==> config.mk <==
export PLATFORM = sky130hd
export DESIGN_NAME = rot_phase_decoder
export DESIGN_NICKNAME = d
export VERILOG_FILES = /design/src/rtl/rpd_pkg.sv /design/src/rtl/rpd_sync.sv /design/src/rtl/rpd_classify.sv /design/src/rtl/rpd_step_counter.sv /design/src/rtl/rot_phase_decoder.sv
export SDC_FILE = /design/constraint.sdc
export NUM_CORES = 1
export LEC_CHECK = 0
export ABC_AREA = 0
export BUFFER_PORTS_ARGS = -buffer_cell sky130_fd_sc_hd__buf_4
export CAP_MARGIN = 25
export CELL_PAD_IN_SITES_DETAIL_PLACEMENT = 0
export CELL_PAD_IN_SITES_GLOBAL_PLACEMENT = 1
export CORE_MARGIN = 2
export CORE_UTILIZATION = 42
export DETAILED_ROUTE_END_ITERATION = 16
export PLACE_DENSITY = 0.78
export SYNTH_ARGS = -nofsm -noshare
export SYNTH_HDL_FRONTEND = slang
export SYNTH_HIERARCHICAL = 1
export SYNTH_SLANG_ARGS = --single-unit
==> constraint.sdc <==
create_clock -name clk -period 3.74 [get_ports clk]
set_input_delay 0.748 -clock clk [delete_from_list [all_inputs] [get_ports clk]]
set_output_delay 0.748 -clock clk [all_outputs]
set_load 0.05 [all_outputs]
==> src/rtl/rpd_pkg.sv <==
package rpd_pkg;

    localparam int SENS_W = 3;

    typedef enum logic [1:0] {
        ST_FILL  = 2'd0,
        ST_LOAD  = 2'd1,
        ST_TRACK = 2'd2
    } rpd_state_e;

    typedef struct packed {
        logic       valid;
        logic [2:0] pos;
    } rpd_pos_t;

    // Map a sensor code to its position on the rotation sequence.
    function automatic rpd_pos_t code_to_pos(input logic [SENS_W-1:0] code,
                                             input logic three);
        rpd_pos_t r;
        r.valid = 1'b1;
        r.pos   = 3'd0;
        if (three) begin
            case (code)
                3'b001:  r.pos = 3'd0;
                3'b011:  r.pos = 3'd1;
                3'b010:  r.pos = 3'd2;
                3'b110:  r.pos = 3'd3;
                3'b100:  r.pos = 3'd4;
                3'b101:  r.pos = 3'd5;
                default: r.valid = 1'b0;
            endcase
        end else begin
            case (code[1:0])
                2'b00:   r.pos = 3'd0;
                2'b01:   r.pos = 3'd1;
                2'b11:   r.pos = 3'd2;
                default: r.pos = 3'd3;
            endcase
        end
        return r;
    endfunction

endpackage

==> src/rtl/rpd_sync.sv <==
module rpd_sync #(
    parameter int WIDTH  = 3,
    parameter int STAGES = 2
) (
    input  logic             clk,
    input  logic             rst_n,
    input  logic [WIDTH-1:0] d,
    output logic [WIDTH-1:0] q
);
    logic [WIDTH-1:0] chain [STAGES];

    for (genvar g = 0; g < STAGES; g++) begin : g_stage
        always_ff @(posedge clk or negedge rst_n) begin
            if (!rst_n) begin
                chain[g] <= '0;
            end else begin
                chain[g] <= (g == 0) ? d : chain[(g == 0) ? 0 : g-1];
            end
        end
    end

    assign q = chain[STAGES-1];
endmodule

==> src/rtl/rpd_classify.sv <==
module rpd_classify
    import rpd_pkg::*;
(
    input  logic [SENS_W-1:0] prev_code,
    input  logic [SENS_W-1:0] cur_code,
    input  logic              three,
    output logic              fwd,
    output logic              bwd,
    output logic              bad
);
    rpd_pos_t   p, c;
    logic [2:0] last, nxt, prv;
    logic       moved;

    always_comb begin
        p     = code_to_pos(prev_code, three);
        c     = code_to_pos(cur_code, three);
        last  = three ? 3'd5 : 3'd3;
        nxt   = (p.pos == last) ? 3'd0 : p.pos + 3'd1;
        prv   = (p.pos == 3'd0) ? last : p.pos - 3'd1;
        moved = (cur_code != prev_code);
        fwd   = moved && p.valid && c.valid && (c.pos == nxt);
        bwd   = moved && p.valid && c.valid && (c.pos == prv);
        bad   = moved && !fwd && !bwd && (p.valid || !c.valid);
    end
endmodule

==> src/rtl/rpd_step_counter.sv <==
module rpd_step_counter #(
    parameter int STEP_W = 8
) (
    input  logic              clk,
    input  logic              rst_n,
    input  logic              up,
    input  logic              down,
    output logic [STEP_W-1:0] count
);
    always_ff @(posedge clk or negedge rst_n) begin
        if (!rst_n) begin
            count <= '0;
        end else if (up) begin
            count <= count + 1'b1;
        end else if (down) begin
            count <= count - 1'b1;
        end
    end

    assert_up_down_excl_R7: assert property (@(posedge clk) disable iff (!rst_n)
        !(up && down));
    assert_cnt_up_R7: assert property (@(posedge clk) disable iff (!rst_n)
        up |=> count == $past(count) + 1'b1);
    assert_cnt_down_R7: assert property (@(posedge clk) disable iff (!rst_n)
        down |=> count == $past(count) - 1'b1);
    assert_cnt_hold_R7: assert property (@(posedge clk) disable iff (!rst_n)
        !up && !down |=> $stable(count));
endmodule

==> src/rtl/rot_phase_decoder.sv <==
module rot_phase_decoder
    import rpd_pkg::*;
#(
    parameter int STEP_W      = 8,
    parameter int SYNC_STAGES = 2
) (
    input  logic              clk,
    input  logic              rst_n,
    input  logic              mode_3s,
    input  logic [2:0]        sens_in,
    output logic              step_pulse,
    output logic              dir_fwd,
    output logic              err_flag,
    output logic [STEP_W-1:0] step_count
);
    localparam int FILL_W = $clog2(SYNC_STAGES + 1);

    rpd_state_e        state, state_nx;
    logic [FILL_W-1:0] fill_cnt;
    logic [SENS_W-1:0] sens_sync, cur_code, prev_code;
    logic              mode_q, mode_chg, cls_fwd, cls_bwd, cls_bad;
    logic              do_up, do_down;

    rpd_sync #(.WIDTH(SENS_W), .STAGES(SYNC_STAGES)) u_sync (
        .clk(clk), .rst_n(rst_n), .d(sens_in), .q(sens_sync)
    );

    assign cur_code = mode_3s ? sens_sync : {1'b0, sens_sync[1:0]};
    assign mode_chg = (mode_3s != mode_q);

    rpd_classify u_cls (
        .prev_code(prev_code), .cur_code(cur_code), .three(mode_q),
        .fwd(cls_fwd), .bwd(cls_bwd), .bad(cls_bad)
    );

    assign do_up   = (state == ST_TRACK) && !mode_chg && cls_fwd;
    assign do_down = (state == ST_TRACK) && !mode_chg && cls_bwd;

    rpd_step_counter #(.STEP_W(STEP_W)) u_cnt (
        .clk(clk), .rst_n(rst_n), .up(do_up), .down(do_down), .count(step_count)
    );

    // Next-state logic
    always_comb begin
        state_nx = state;
        unique case (state)
            ST_FILL:  if (fill_cnt == FILL_W'(SYNC_STAGES - 1)) state_nx = ST_LOAD;
            ST_LOAD:  state_nx = ST_TRACK;
            ST_TRACK: state_nx = ST_TRACK;
            default:  state_nx = ST_FILL;
        endcase
    end

    // State register
    always_ff @(posedge clk or negedge rst_n) begin
        if (!rst_n) begin
            state    <= ST_FILL;
            fill_cnt <= '0;
        end else begin
            state <= state_nx;
            if (state == ST_FILL) fill_cnt <= fill_cnt + 1'b1;
        end
    end

    // Outputs and reference code
    always_ff @(posedge clk or negedge rst_n) begin
        if (!rst_n) begin
            prev_code  <= '0;
            mode_q     <= 1'b0;
            step_pulse <= 1'b0;
            dir_fwd    <= 1'b1;
            err_flag   <= 1'b0;
        end else begin
            step_pulse <= 1'b0;
            unique case (state)
                ST_FILL: ;
                ST_LOAD: begin
                    prev_code <= cur_code;
                    mode_q    <= mode_3s;
                end
                ST_TRACK: begin
                    if (mode_chg) begin
                        prev_code <= cur_code;
                        mode_q    <= mode_3s;
                    end else if (cur_code != prev_code) begin
                        prev_code <= cur_code;
                        if (cls_fwd) begin
                            step_pulse <= 1'b1;
                            dir_fwd    <= 1'b1;
                        end else if (cls_bwd) begin
                            step_pulse <= 1'b1;
                            dir_fwd    <= 1'b0;
                        end else if (cls_bad) begin
                            err_flag   <= 1'b1;
                        end
                    end
                end
                default: ;
            endcase
        end
    end

    assert_class_onehot_R4: assert property (@(posedge clk) disable iff (!rst_n)
        $onehot0({cls_fwd, cls_bwd, cls_bad}));
    assert_err_sticky_R4: assert property (@(posedge clk) disable iff (!rst_n)
        err_flag |=> err_flag);
    assert_no_step_on_bad_R4: assert property (@(posedge clk) disable iff (!rst_n)
        (state == ST_TRACK && !mode_chg && cls_bad) |=> !step_pulse);
    assert_step_needs_move_R10: assert property (@(posedge clk) disable iff (!rst_n)
        step_pulse |-> $past(cur_code != prev_code));
    assert_dir_hold_R10: assert property (@(posedge clk) disable iff (!rst_n)
        !step_pulse |-> $stable(dir_fwd));
    assert_quiet_until_track_R6: assert property (@(posedge clk) disable iff (!rst_n)
        state != ST_TRACK |-> !step_pulse && !err_flag && step_count == '0);
    assert_resync_silent_R9: assert property (@(posedge clk) disable iff (!rst_n)
        (state == ST_TRACK && mode_chg) |=> !step_pulse && $stable(err_flag));
endmodule

## Word-level counts from Yosys, hierarchy flattened

Cells that the tools add are included.

| cells by class | value |
|---|---|
| equality and inequality tests | 27 |
| reduce and logical (&&, ||, !) cells | 29 |
| $add $sub $neg | 5 |
| multiplexer cells | 30 |
| bitwise logic cells | 3 |

Operator list:

| kind | number |
|---|---|
| 3-bit case mux with 5 select lines | 2 |
| 3-bit two-way mux | 8 |
| 3-bit equality test (second input constant) | 6 |
| 8-bit two-way mux | 2 |
| 3-bit by 2-bit equality test with 1-bit output (second input constant) | 4 |
| 1-bit two-way mux | 12 |
| 2-bit case mux with 3 select lines | 2 |
| 6-bit OR reduction | 2 |
| 1-bit logical AND | 10 |
| 3-bit equality test | 3 |
| 8-bit by 1-bit adder with 8-bit output (second input constant) | 1 |
| 2-bit by 1-bit equality test with 1-bit output (second input constant) | 4 |
| 8-bit by 1-bit subtractor with 8-bit output (second input constant) | 1 |
| 2-bit equality test (second input constant) | 3 |
| 3-bit by 1-bit equality test with 1-bit output (second input constant) | 2 |
| 2-bit zero test | 3 |
| 3-bit case mux with 2 select lines | 1 |
| 6-bit AND reduction | 1 |
| 2-bit nonzero test | 3 |
| 1-bit zero test | 4 |
| 2-bit inequality test (second input constant) | 2 |
| 2-bit case mux with 2 select lines | 1 |
| 2-bit AND reduction | 2 |
| 4-bit AND reduction | 1 |
| other kinds (12) | 14 |

| word-level totals | value |
|---|---|
| word-level logic and storage cells | 104 |
| bits of input ports | 6 |
| output and inout port bits | 11 |
| bits in registers | 25 |

## Longest topological paths before layout

| logic depth | value |
|---|---|
| depth in word-level cells | 12 |
| gate-level depth with buffers | 19 |
| depth with buffers taken out | 18 |

## By module

Netlist, hierarchy kept.

Modules (own cells, without submodules):

| module | cells each | area an instance (µm²) | instances |
|---|---|---|---|
| rpd_classify | 102 | 743.2 | 1 |
| rpd_step_counter | 69 | 658.1 | 1 |
| rot_phase_decoder | 47 | 561.8 | 1 |
| rpd_sync | 9 | 172.7 | 1 |

## Worst setup path after synthesis

OpenSTA, ideal clock, no wires.

| path | value |
|---|---|
| path kind | register to register |
| from | register prev_code[0] |
| to | register u_cnt.count[6] |
| period minus slack after synthesis | 4.141 ns |
| library setup time | 0.070 ns |
| arrival | 4.071 ns |
| buffers on the path | 1 |
| cell stages (with the launch flop) | 18 |
| slack | -0.401 ns |
| cell sequence | dfrtp_1 -> buf_4 -> inv_1 -> ha_1 -> a2bb2oi_1 -> mux2i_1 -> a21oi_1 -> ha_1 -> inv_1 -> a211o_1 -> a221oi_2 -> and3_1 -> inv_1 -> fa_1 -> a21o_1 -> a31o_1 -> a2111oi_2 -> nand3b_1 |

| between the ends | value |
|---|---|
| word-level cells in the longest chain between the ends | 9 |

Ends and longest elaborated chain:

| element | line | source |
|---|---|---|
| from (decl) | rot_phase_decoder.sv:20 | `logic [SENS_W-1:0] sens_sync, cur_code, prev_code;` |
| from (signal assigned) | rot_phase_decoder.sv:78 | `prev_code <= cur_code;` |
| from (signal assigned) | rot_phase_decoder.sv:83 | `prev_code <= cur_code;` |
| from (signal assigned) | rot_phase_decoder.sv:86 | `prev_code <= cur_code;` |
| 3-bit equality test (tied with other cells) | rpd_pkg.sv:23 | `case (code)` |
| 3-bit case mux with 5 select lines (tied with other cells) | rpd_pkg.sv:23 |  |
| 3-bit two-way mux / 1-bit two-way mux (equally long branches) | rpd_pkg.sv:22, rpd_pkg.sv:23 |  |
| 3-bit by 1-bit adder with 3-bit output (tied with other cells) | rpd_classify.sv:19 | `nxt = (p.pos == last) ? 3'd0 : p.pos + 3'd1;` |
| 3-bit two-way mux / 1-bit logical AND (equally long branches) | rpd_classify.sv:19, rpd_classify.sv:22 |  |
| 3-bit equality test / 1-bit logical AND (equally long branches) | rpd_classify.sv:22 | `fwd = moved && p.valid && c.valid && (c.pos == nxt);` |
| 1-bit logical AND (*) | rpd_classify.sv:22 |  |
| net cls_fwd | rot_phase_decoder.sv:21 | `logic mode_q, mode_chg, cls_fwd, cls_bwd, cls_bad;` |
| 1-bit logical AND (*) | rot_phase_decoder.sv:36 | `assign do_up = (state == ST_TRACK) && !mode_chg && cls_fwd;` |
| net do_up | rot_phase_decoder.sv:22 | `logic do_up, do_down;` |
| 8-bit two-way mux / 2-bit nonzero test (equally long branches) | -- |  |
| to (signal assigned) | rpd_step_counter.sv:14 | `count <= count + 1'b1;` |
| to (signal assigned) | rpd_step_counter.sv:16 | `count <= count - 1'b1;` |
| to (decl) | rpd_step_counter.sv:8 | `output logic [STEP_W-1:0] count` |

The timed path passes the listed nets; every way through them passes the cells marked *.
A chain may end at the register's enable or synchronous reset.

## Worst setup path after layout

| path | value |
|---|---|
| from | register prev_code[1] |
| to | register u_cnt.count[6] |

Same word-level chain as after synthesis.

==> impl_results.md <==
* Nets at 304
* Endpoints failing setup at 2
* Max Slew Vio Count at 0
* Final period util at 102%
* Largest net degree at the start of global routing at 26
* Ys Warns at 6
* RSZ-0062 raised after global routing: true
* Worst-skew pair later-pin latency at 0.28 ns
* Drt initial violations at 67
* Core Box Area at 4820 µm²
* Area of the multi-input gates at 1560 µm²
* Outcome: complete, but fails checks
* Most frequent cells in the layout: 48 x buf_4, 22 x dfrtp_1, 16 x ha_1, 14 x inv_1, 14 x nand2_1
* Port bufs at 16
* FILL cells at 446
* Post-Syn Area at 2140 µm²
* R2r worst-path depth at 17
* Max VDD drop at 0.565 mV
* Placed insts at 328
* Final hold violations at 0
* Num rows at 25
* Antenna Nets Post-Route at 0
* Synth-to-layout area growth at 31.5%
* CP Data Required Time at 3.96 ns
* Hold WS at 0.354 ns
* Prevailing post-synth register cell: dfrtp_1
* Mapped Avg Cell Area at 9.41 µm²
* Clock skew at 0.00449 ns
* Setup CP Type: reg -> reg
* Initial antenna violation count at 0
* Static leakage at 1.25 nW
* Number of synthesized flops with an enable pin at 0
* Max clock buf depth at 2
* Dpl ws at -0.101 ns
* Wire per inst at 13.9 µm
* CTS tree: done
* Most common cell after layout, fill and taps aside: buf_4
* Failing checks: setup timing
* Worst min-delay path category: in -> async
* Worst Path Arrival at 4.03 ns
* Sequential share of the synthesized area at 29.3%
* Initial Util at 44.3%
* R2r setup slk at -0.07 ns
* Power Density at 555 nW/µm²
* Post-synthesis async set-or-reset flop share at 100%
* Dpl cell area at 2590 µm²
* Max-cap violation count at 0
* Vias after detailed routing at 1819
* Die Ht at 75.3 µm
* Root buffer cell: clkbuf_8
* Cells after Synth at 227
* Share of cells above drive strength 1 at 38.8%
* Final Worst Setup Slack at -0.0696 ns
* Reg2reg start: prev_code[1]
* Cell area after layout at 2810 µm²
* Vias in the first global route at 1640
* Clock sink count at 25
* Fin cells at 340
* First-pass DRT Iterations at 4
* Total CTS buffers at 3
* Routed wire length at 4740 µm
* Final min period at 3.81 ns
* GRT Total Usage at 17.8%
* Die area at 5670 µm²
* Reg area at 629 µm²
* Netlist cell types at 58
* Routability congestion estimate at 0.812
* DR vias/cell at 5.35
* H-Tree Level Count at 1
* Synthesized flop and latch total at 25
* Critical Path Start Type: register
* Drc violations at 0
* IO Pins at 17
* Worst Tran Pin Value at 0.401 ns
* FF-to-FF End: u_cnt/count[6]
* Clock-pin slew on the worst setup and hold paths at 0.09 ns
* Diodes inserted at 0
* Die width at 75.3 µm
* Syn_nets at 257
* Global-route wire length before repair at 7820 µm
* GRT overflow at 0
* Maximum operating frequency at 0.262 GHz
* Post-DP HPWL at 3440 µm
* Crit-path max FO at 7
* Relative slew margins at 73.1%
* Hold buffers post-CTS at 0
* Crit path capture type: register
## state kept, by name, indices dropped and copies added (netlist names)
register      count
fill_cnt          2
u_sync/q          3
u_sync/chain      3
mode_q            1
state             2
prev_code         3
u_cnt/count       8
step_pulse        1
dir_fwd           1
err_flag          1
## logic make-up after synthesis
group,after synthesis,share of synthesized area (%)
AOI/OAI and AO/OA,66,24.0
and+or+nand+nor,60,15.2
buffers and inverters,29,6.21
DFF,25,29.4
adders and majority gates,24,14.4
xor gates and xnor gates,14,6.09
muxes,9,4.74
## report_power, final
part           switching, mW  internal (mW)  leakage [nW]  total (mW)
clock network         0.0915         0.0748        0.0255       0.166
logic                  0.553          0.444         0.930       0.997
registers             0.0677          0.327         0.292       0.395
## worst max path at each step
stage	start	to	slack, ns	cells past startpoint
floorplan	prev_code[1]	u_cnt/count[6]	-0.17	17
global placement	mode_3s	u_cnt/count[7]	-0.03	14
detailed placement	mode_3s	u_cnt/count[7]	-0.10	14
CTS	prev_code[0]	u_cnt/count[6]	-0.02	16
global route	prev_code[0]	u_cnt/count[6]	-0.29	16
finish	prev_code[1]	u_cnt/count[6]	-0.07	17
## metrics by stage
step	utilization (%)	total power [mW]	TNS, ns
final	58.3	1.56	-0.136
after detailed placement	53.8	1.25	-0.273
after CTS	55.8	1.46	-0.0201
after global routing	58.3	1.66	-0.888
after global placement	53.8	1.25	-0.0470
after floorplan	-	1.01	-0.380
## routing by layer
layer / track usage, % / routed length [µm] / vias up
met1: 27.9 / 2400 / 870
met2: 25.8 / 2120 / 33
met4: 5.85 / 56 / 0
li1: - / - / 912
met3: 1.72 / 157 / 4
met5: 0 / 0 / -
## critical path, stage by stage, from the launching register on
cell	delay [ns]
dfrtp_2	0.46
inv_4	0.05
ha_4	0.16
a2bb2oi_2	0.16
mux2i_2	0.20
a21oi_2	0.12
ha_4	0.17
inv_1	0.04
o2111ai_1	0.12
a21o_1	0.22
a221oi_2	0.29
and3_4	0.25
clkinvlp_4	0.22
fa_2	0.46
a21o_1	0.19
a31o_4	0.23
a2111oi_4	0.26
nand3b_1	0.14
## synth_stat cells (6+ instances only)
| library cell | n | share of area [%] |
|---|---|---|
| dfrtp_1 | 24 | 28 |
| ha_1 | 23 | 13 |
| inv_1 | 18 | 3.2 |
| a21oi_1 | 15 | 3.5 |
| nand2_1 | 14 | 2.5 |
| nor2_1 | 10 | 1.8 |
| nand3_1 | 9 | 2.1 |
| o21ai_0 | 9 | 2.1 |
| xnor2_1 | 7 | 2.9 |
| a21o_1 | 6 | 2.1 |
| xor2_1 | 6 | 2.5 |
## final cells by class
type / count / area share (%)
clock buffers: 3 / 1.47
clock inverters: 1 / 0.178
inverters: 18 / 2.72
multi-input cells: 173 / 55.4
flip-flops and latches: 25 / 22.4
well taps: 67 / 2.98
repair buffers: 53 / 14.8
## repair_timing
action	CTS	global route
gates resized for setup	5	16
setup endpoints to repair	3	8
gates cloned	0	0
buffers inserted	4	4
pin swaps	3	10
No activity file was read; power rests on OpenSTA's default activity.
